[src/rtl/key_resp_pkg.sv]
package key_resp_pkg;

    typedef enum logic {
        KR_WAIT = 1'b0,
        KR_SEND = 1'b1
    } kr_mode_e;

    localparam int unsigned KR_DEF_BITS = 4;
    localparam logic [KR_DEF_BITS-1:0] KR_DEF_CODE = 4'b1011;

endpackage

[src/rtl/key_seq_ctrl.sv]
module key_seq_ctrl
    import key_resp_pkg::*;
#(
    parameter int unsigned NBITS = 4,
    localparam int unsigned IW = (NBITS > 1) ? $clog2(NBITS) : 1
) (
    input  logic          clk,
    input  logic          rst,
    input  logic          req_i,
    output logic          send_o,
    output logic [IW-1:0] idx_o
);

    localparam logic [IW-1:0] LAST_IDX = IW'(NBITS - 1);

    typedef struct packed {
        kr_mode_e      mode;
        logic [IW-1:0] idx;
    } ctl_t;

    ctl_t ctl_d, ctl_q;

    always_comb begin
        ctl_d = ctl_q;
        unique case (ctl_q.mode)
            KR_WAIT: begin
                ctl_d.idx = '0;
                if (req_i) begin
                    ctl_d.mode = KR_SEND;
                end
            end
            KR_SEND: begin
                if (ctl_q.idx == LAST_IDX) begin
                    ctl_d.mode = KR_WAIT;
                    ctl_d.idx  = '0;
                end else begin
                    ctl_d.idx = ctl_q.idx + 1'b1;
                end
            end
            default: begin
                ctl_d.mode = KR_WAIT;
                ctl_d.idx  = '0;
            end
        endcase
    end

    always_ff @(posedge clk) begin
        if (rst) begin
            ctl_q.mode <= KR_WAIT;
            ctl_q.idx  <= '0;
        end else begin
            ctl_q <= ctl_d;
        end
    end

    assign send_o = (ctl_q.mode == KR_SEND);
    assign idx_o  = ctl_q.idx;

    // waiting without a request keeps waiting
    assert_idle_hold_R2: assert property (@(posedge clk) disable iff (rst)
        (!send_o && !req_i) |=> !send_o);

    // request while waiting starts at bit 0
    assert_start_bit0_R3: assert property (@(posedge clk) disable iff (rst)
        (!send_o && req_i) |=> (send_o && idx_o == '0));

    // inner bits advance by one regardless of the request
    assert_step_ignores_req_R5: assert property (@(posedge clk) disable iff (rst)
        (send_o && idx_o != LAST_IDX) |=> (send_o && idx_o == $past(idx_o) + 1'b1));

    // the last bit is followed by a waiting cycle
    assert_back_to_wait_R6: assert property (@(posedge clk) disable iff (rst)
        (send_o && idx_o == LAST_IDX) |=> !send_o);

endmodule

[src/rtl/key_bit_sel.sv]
module key_bit_sel #(
    parameter int unsigned NBITS = 4,
    parameter logic [NBITS-1:0] CODE = 4'b1011,
    localparam int unsigned IW = (NBITS > 1) ? $clog2(NBITS) : 1
) (
    input  logic          send_i,
    input  logic [IW-1:0] idx_i,
    output logic          bit_o
);

    logic [NBITS-1:0] onehot;
    logic             picked;

    genvar g;
    generate
        for (g = 0; g < NBITS; g++) begin : g_dec
            assign onehot[g] = (idx_i == IW'(g));
        end
    endgenerate

    assign picked = |(onehot & CODE);
    assign bit_o  = send_i & picked;

endmodule

[src/rtl/serial_key_responder.sv]
module serial_key_responder
    import key_resp_pkg::*;
#(
    parameter int unsigned NBITS = KR_DEF_BITS,
    parameter logic [NBITS-1:0] KEY_CODE = KR_DEF_CODE
) (
    input  logic clk,
    input  logic rst,
    input  logic host_req,
    output logic key_dout
);

    localparam int unsigned IW = (NBITS > 1) ? $clog2(NBITS) : 1;

    logic          send;
    logic [IW-1:0] idx;

    key_seq_ctrl #(.NBITS(NBITS)) u_ctl (
        .clk    (clk),
        .rst    (rst),
        .req_i  (host_req),
        .send_o (send),
        .idx_o  (idx)
    );

    key_bit_sel #(.NBITS(NBITS), .CODE(KEY_CODE)) u_sel (
        .send_i (send),
        .idx_i  (idx),
        .bit_o  (key_dout)
    );

    // the pin is low whenever the controller waits
    assert_idle_low_R2: assert property (@(posedge clk) disable iff (rst)
        !send |-> !key_dout);

    // first bit after a request is code bit 0
    assert_first_bit_R4: assert property (@(posedge clk) disable iff (rst)
        (!send && host_req) |=> (key_dout == KEY_CODE[0]));

endmodule

[config.mk]
export PLATFORM = sky130hd
export DESIGN_NAME = serial_key_responder
export DESIGN_NICKNAME = d
export VERILOG_FILES = /design/src/rtl/key_resp_pkg.sv /design/src/rtl/key_seq_ctrl.sv /design/src/rtl/key_bit_sel.sv /design/src/rtl/serial_key_responder.sv
export SDC_FILE = /design/constraint.sdc
export NUM_CORES = 1
export LEC_CHECK = 0
export BUFFER_PORTS_ARGS = -buffer_cell sky130_fd_sc_hd__buf_4
export CAP_MARGIN = 20
export CORE_AREA = 2 2 39 41
export CTS_CLUSTER_DIAMETER = 200
export CTS_CLUSTER_SIZE = 10
export DETAILED_ROUTE_END_ITERATION = 8
export DIE_AREA = 0 0 41 43
export GPL_TIMING_DRIVEN = 0
export SLEW_MARGIN = 10
export SYNTH_ARGS = -nofsm -noshare
export SYNTH_HDL_FRONTEND = slang
export SYNTH_SLANG_ARGS = --single-unit
[constraint.sdc]
create_clock -name clk -period 2.7 [get_ports clk]
set_clock_uncertainty 0.15 [all_clocks]
set_input_delay 0 -clock clk [delete_from_list [all_inputs] [get_ports clk]]
set_output_delay 0 -clock clk [all_outputs]
set_load 0.03 [all_outputs]
Word-level counts from Yosys, hierarchy flattened
Cells that the tools add are included.

cells by class
  reductions and logical operators = 2
  $add $sub $neg = 1
  bitwise gates (word level) = 2
  mux-type cells = 4
  equal/unequal tests = 2

operators with widths
  operator                                                          count
  3-bit case mux with 2 select lines                                1
  3-bit OR reduction                                                1
  2-bit by 1-bit adder with 2-bit output (second input constant)    1
  2-bit by 1-bit == test with 1-bit output (second input constant)  1
  2-bit == test (second input constant)                             1
  2-bit logical NOT                                                 1
  1-bit 2-to-1 mux                                                  2
  2-bit 2-to-1 mux                                                  1
  1-bit AND                                                         1
  1-bit NOT                                                         1

storage, ports and cells
  flip-flop bits (word level) = 3
  word-level logic and storage cells = 13
  output and inout bits = 1

Depth between registers and ports, before layout
  word-level depth = 3
  depth in mapped cells = 3
  depth with buffers taken out = 3

By module
A second synthesis with hierarchy kept.

unflattened totals
  cell total of the unflattened synthesis = 10
  area total of the unflattened synthesis = 116.4 um2

by module, submodules not included
  module        instances  area each (um2)  cells each  sequential area each (um2)
  key_seq_ctrl  1          105.1            8           60.1
  key_bit_sel   1          11.3             2           0.0

Worst setup path after synthesis
No wires, ideal clock.

  kind = reg-to-reg
  start point = register u_ctl.idx_o[0] (netlist name)
  end point = register u_ctl.idx_o[0] (netlist name)
  arrival = 0.927 ns
  required time = 2.485 ns
  stages on the path, launching flop included = 4
  slack = 1.558 ns
  period minus slack after synthesis = 1.142 ns
  path through = dfxtp_1 ha_1 or3b_1 nor2_1

on the way
  cells in the longest elaborated chain, start to end = 3

RTL lines
  what                                                                     RTL line                                text
  2-bit by 1-bit adder with 2-bit output or 2-bit == test (tied branches)  key_seq_ctrl.sv:37, key_seq_ctrl.sv:33
  2-bit 2-to-1 mux (*)                                                     key_seq_ctrl.sv:33                      if (ctl_q.idx == LAST_IDX) begin
  3-bit case mux with 2 select lines (*)                                   key_seq_ctrl.sv:25                      unique case (ctl_q.mode)

Mark *: on every way between the ends. The rest lies on a longest branch, timed or not.
A chain may end at the register's enable or synchronous reset.

Final worst setup path
  start point = register u_ctl.idx_o[0] (netlist name)
  end point = register u_ctl.ctl_q, in the netlist u_ctl.send_o

on the way
  cells in the longest elaborated chain, start to end = 3

RTL lines
  what                                RTL line            text
  2-bit == test                       key_seq_ctrl.sv:33
  1-bit 2-to-1 mux                    key_seq_ctrl.sv:33
  3-bit case mux with 2 select lines  key_seq_ctrl.sv:25
  end signal: assignment              key_seq_ctrl.sv:52  ctl_q <= ctl_d;
  end: declaration                    key_seq_ctrl.sv:21  ctl_t ctl_d, ctl_q;

Every way passes these cells.

==> results.cfg <==
[setup_path]
crit_required_ps = 2720
cpMaxStageDelayCell = dlygate4sd3_1
crit_path_end_kind = flop
crit_type = reg -> reg
critPathLaunchType = flop
crit_fanout = 3
cp_cell_sequence = ha_1, a211oi_1, dlygate4sd3_1
cp_slowest_stage_delay_ps = 580
worstPathArrival_ps = 1580

[synth]
synth_edf_count = 0
async_flop_share_pct = 0
yosysWarnings = 0
syn_nets = 17
ys_seq_elements = 3
yosysTopAreaCell = dfxtp_1
synth_flop_cell = dfxtp_1
netlist-cell-type-count = 7
synth_cells = 12
ys_top_cells_by_count = dfxtp_1 (3), nor2_1 (3), ha_1 (2)
synth_area_leaders = dfxtp_1 (49%), ha_1 (20%), nor2_1 (9.2%), or3b_1 (7.1%), a211oi_1 (6.1%)
netlist_area_um2 = 123
yosysTopAreaCellShare_pct = 49.0
synth.yosys.seq_area_share_pct = 49.0
avgSynthCellArea_um2 = 10.2

[sta]
fmaxAchievable_mhz = 641
relSlewSlack_pct = 86.5
rsz0062_at_grt = no
fin_crit_sh_pct = 57.8
setup_viol = 0
hold_slack_ps = 291
setup_tns_ps = 0
fin_crit_ps = 1560
final-hold-violation-count = 0
maxSlewViolCount = 0
tightest_slew_ps = 201

[die]
io_pins = 4
die_h_um = 43
rows = 14
start_util_pct = 8.86
fp.dieW_um = 41
die_area_mm2 = 0.00176
coreArea_mm2 = 0.00138

[clock_tree]
clk_transition_reported_paths_ps = 40
cts_tree = done
numClockSinks = 3
worstSkewPairLatency_ps = 230
cts_resized = 0
cts_root_buffer = clkbuf_4
numCtsBuffers = 3
clockBufferDepth = 2
hold_buffers = 2
post-cts-setup-buffers = 0
htreeDepth = 1

[global_routing]
grt-ovfl-total = 0
grt_usage_pct = 4.71
grt_first_pass_wirelength_um = 414
grt_start_max_net_pins = 5
grt_pass1_vias = 123
antenna_found_initial = 0

[pwr]
p_leak_nw = 0.0966
p_total_mw = 0.139
power_density_mw_per_mm2 = 659
vdd_ir_drop_max_v = 0.0000611

[cells_and_area]
register_area_um2 = 60.1
drive_gt1_share_pct = 28.6
multi_input_area_um2 = 58.8
diodes = 0
area_growth_pct = 72.4
design_area_um2 = 211
nFillCells = 158
fin_cells = 37
finalNetCount = 27

[route]
drt-total-wl_um = 264
routedWlPerCell_um = 7.14
num_vias = 110
ant_nets = 0
drtPass1Iterations = 1
via_per_inst = 2.97
remaining_drc_errors = 0
drt_iter0_markers = 0

[min_path]
worstHoldPathType = reg -> reg

[placement]
placed_area_um2 = 165
place_congestion = 0.428
port-buffer-count = 3
place_inst = 31

[status]
outcome = complete, no violations

[flow_run]
maxCapViolCount = 0
[final timing paths]
kind | startpoint | to | slack (ps) | depth (start not counted)
setup / recovery | u_ctl.idx_o[0] | u_ctl.send_o | 1140 | 3
hold / removal | u_ctl.idx_o[0] | u_ctl.idx_o[0] | 290 | 1
setup reg to reg | u_ctl.idx_o[0] | u_ctl.send_o | 1140 | 3
hold reg to reg | u_ctl.idx_o[0] | u_ctl.idx_o[0] | 290 | 1
[where the power goes]
| group | leakage, nW | switching [mW] | internal [mW] |
|---|---|---|---|
| logic | 0.0569 | 0.00577 | 0.00771 |
| registers | 0.0247 | 0.00169 | 0.0468 |
| clock network | 0.0150 | 0.0221 | 0.0553 |
| total | 0.0966 | 0.0295 | 0.110 |
[state kept, by name (all words and copies together), names as in the netlist]
signal	flops
u_ctl.idx_o	2
u_ctl.send_o	1
[metrics by stage]
step	util [%]	setup WS [ps]
2_1_floorplan	-	1560
5_1_grt	15.3	1060
3_5_place_dp	11.9	1490
6_report	15.3	1140
3_3_place_gp	11.9	1500
4_1_cts	15.3	1170
[metal layers]
| metal | part of all wire, % | wire (um) | GRT usage (%) |
|---|---|---|---|
| met5 | 0 | 0 | 0 |
| met4 | 0 | 0 | 12.0 |
| met3 | 6.1 | 16 | 1.57 |
| met2 | 61 | 161 | 6.25 |
| met1 | 33 | 87 | 1.92 |
[cell families after synthesis]
kind of cell	share of synthesized area (%)
adders and majority gates	20.4
DFF	49.0
AOI/OAI and AO/OA	6.12
buffers and inverters	3.06
and+or+nand+nor	21.4
[area by class of cell]
| class | instances | area share [%] |
|---|---|---|
| multi-input cells | 8 | 27.8 |
| inverters | 1 | 1.78 |
| well taps | 16 | 9.47 |
| flip-flops and latches | 3 | 28.4 |
| clock buffers | 4 | 12.4 |
| repair buffers | 5 | 20.1 |
[worst max-delay path: cells and delay by family (launching register included)]
family          cells  cell delay, ps
buf+inv             1             580
compound gates      1             240
fa+ha+maj           1             210
flops               1             310
[cells in the final DEF, fill, tap and decap left out]
master	count
a211oi_1	1
buf_4	3
clkbuf_1	1
clkbuf_4	3
dfxtp_1	3
dlygate4sd3_1	2
ha_1	2
inv_1	1
nor2_1	3
nor2b_1	1
or3b_1	1
Note: power is estimated with default switching activity, not from simulation.
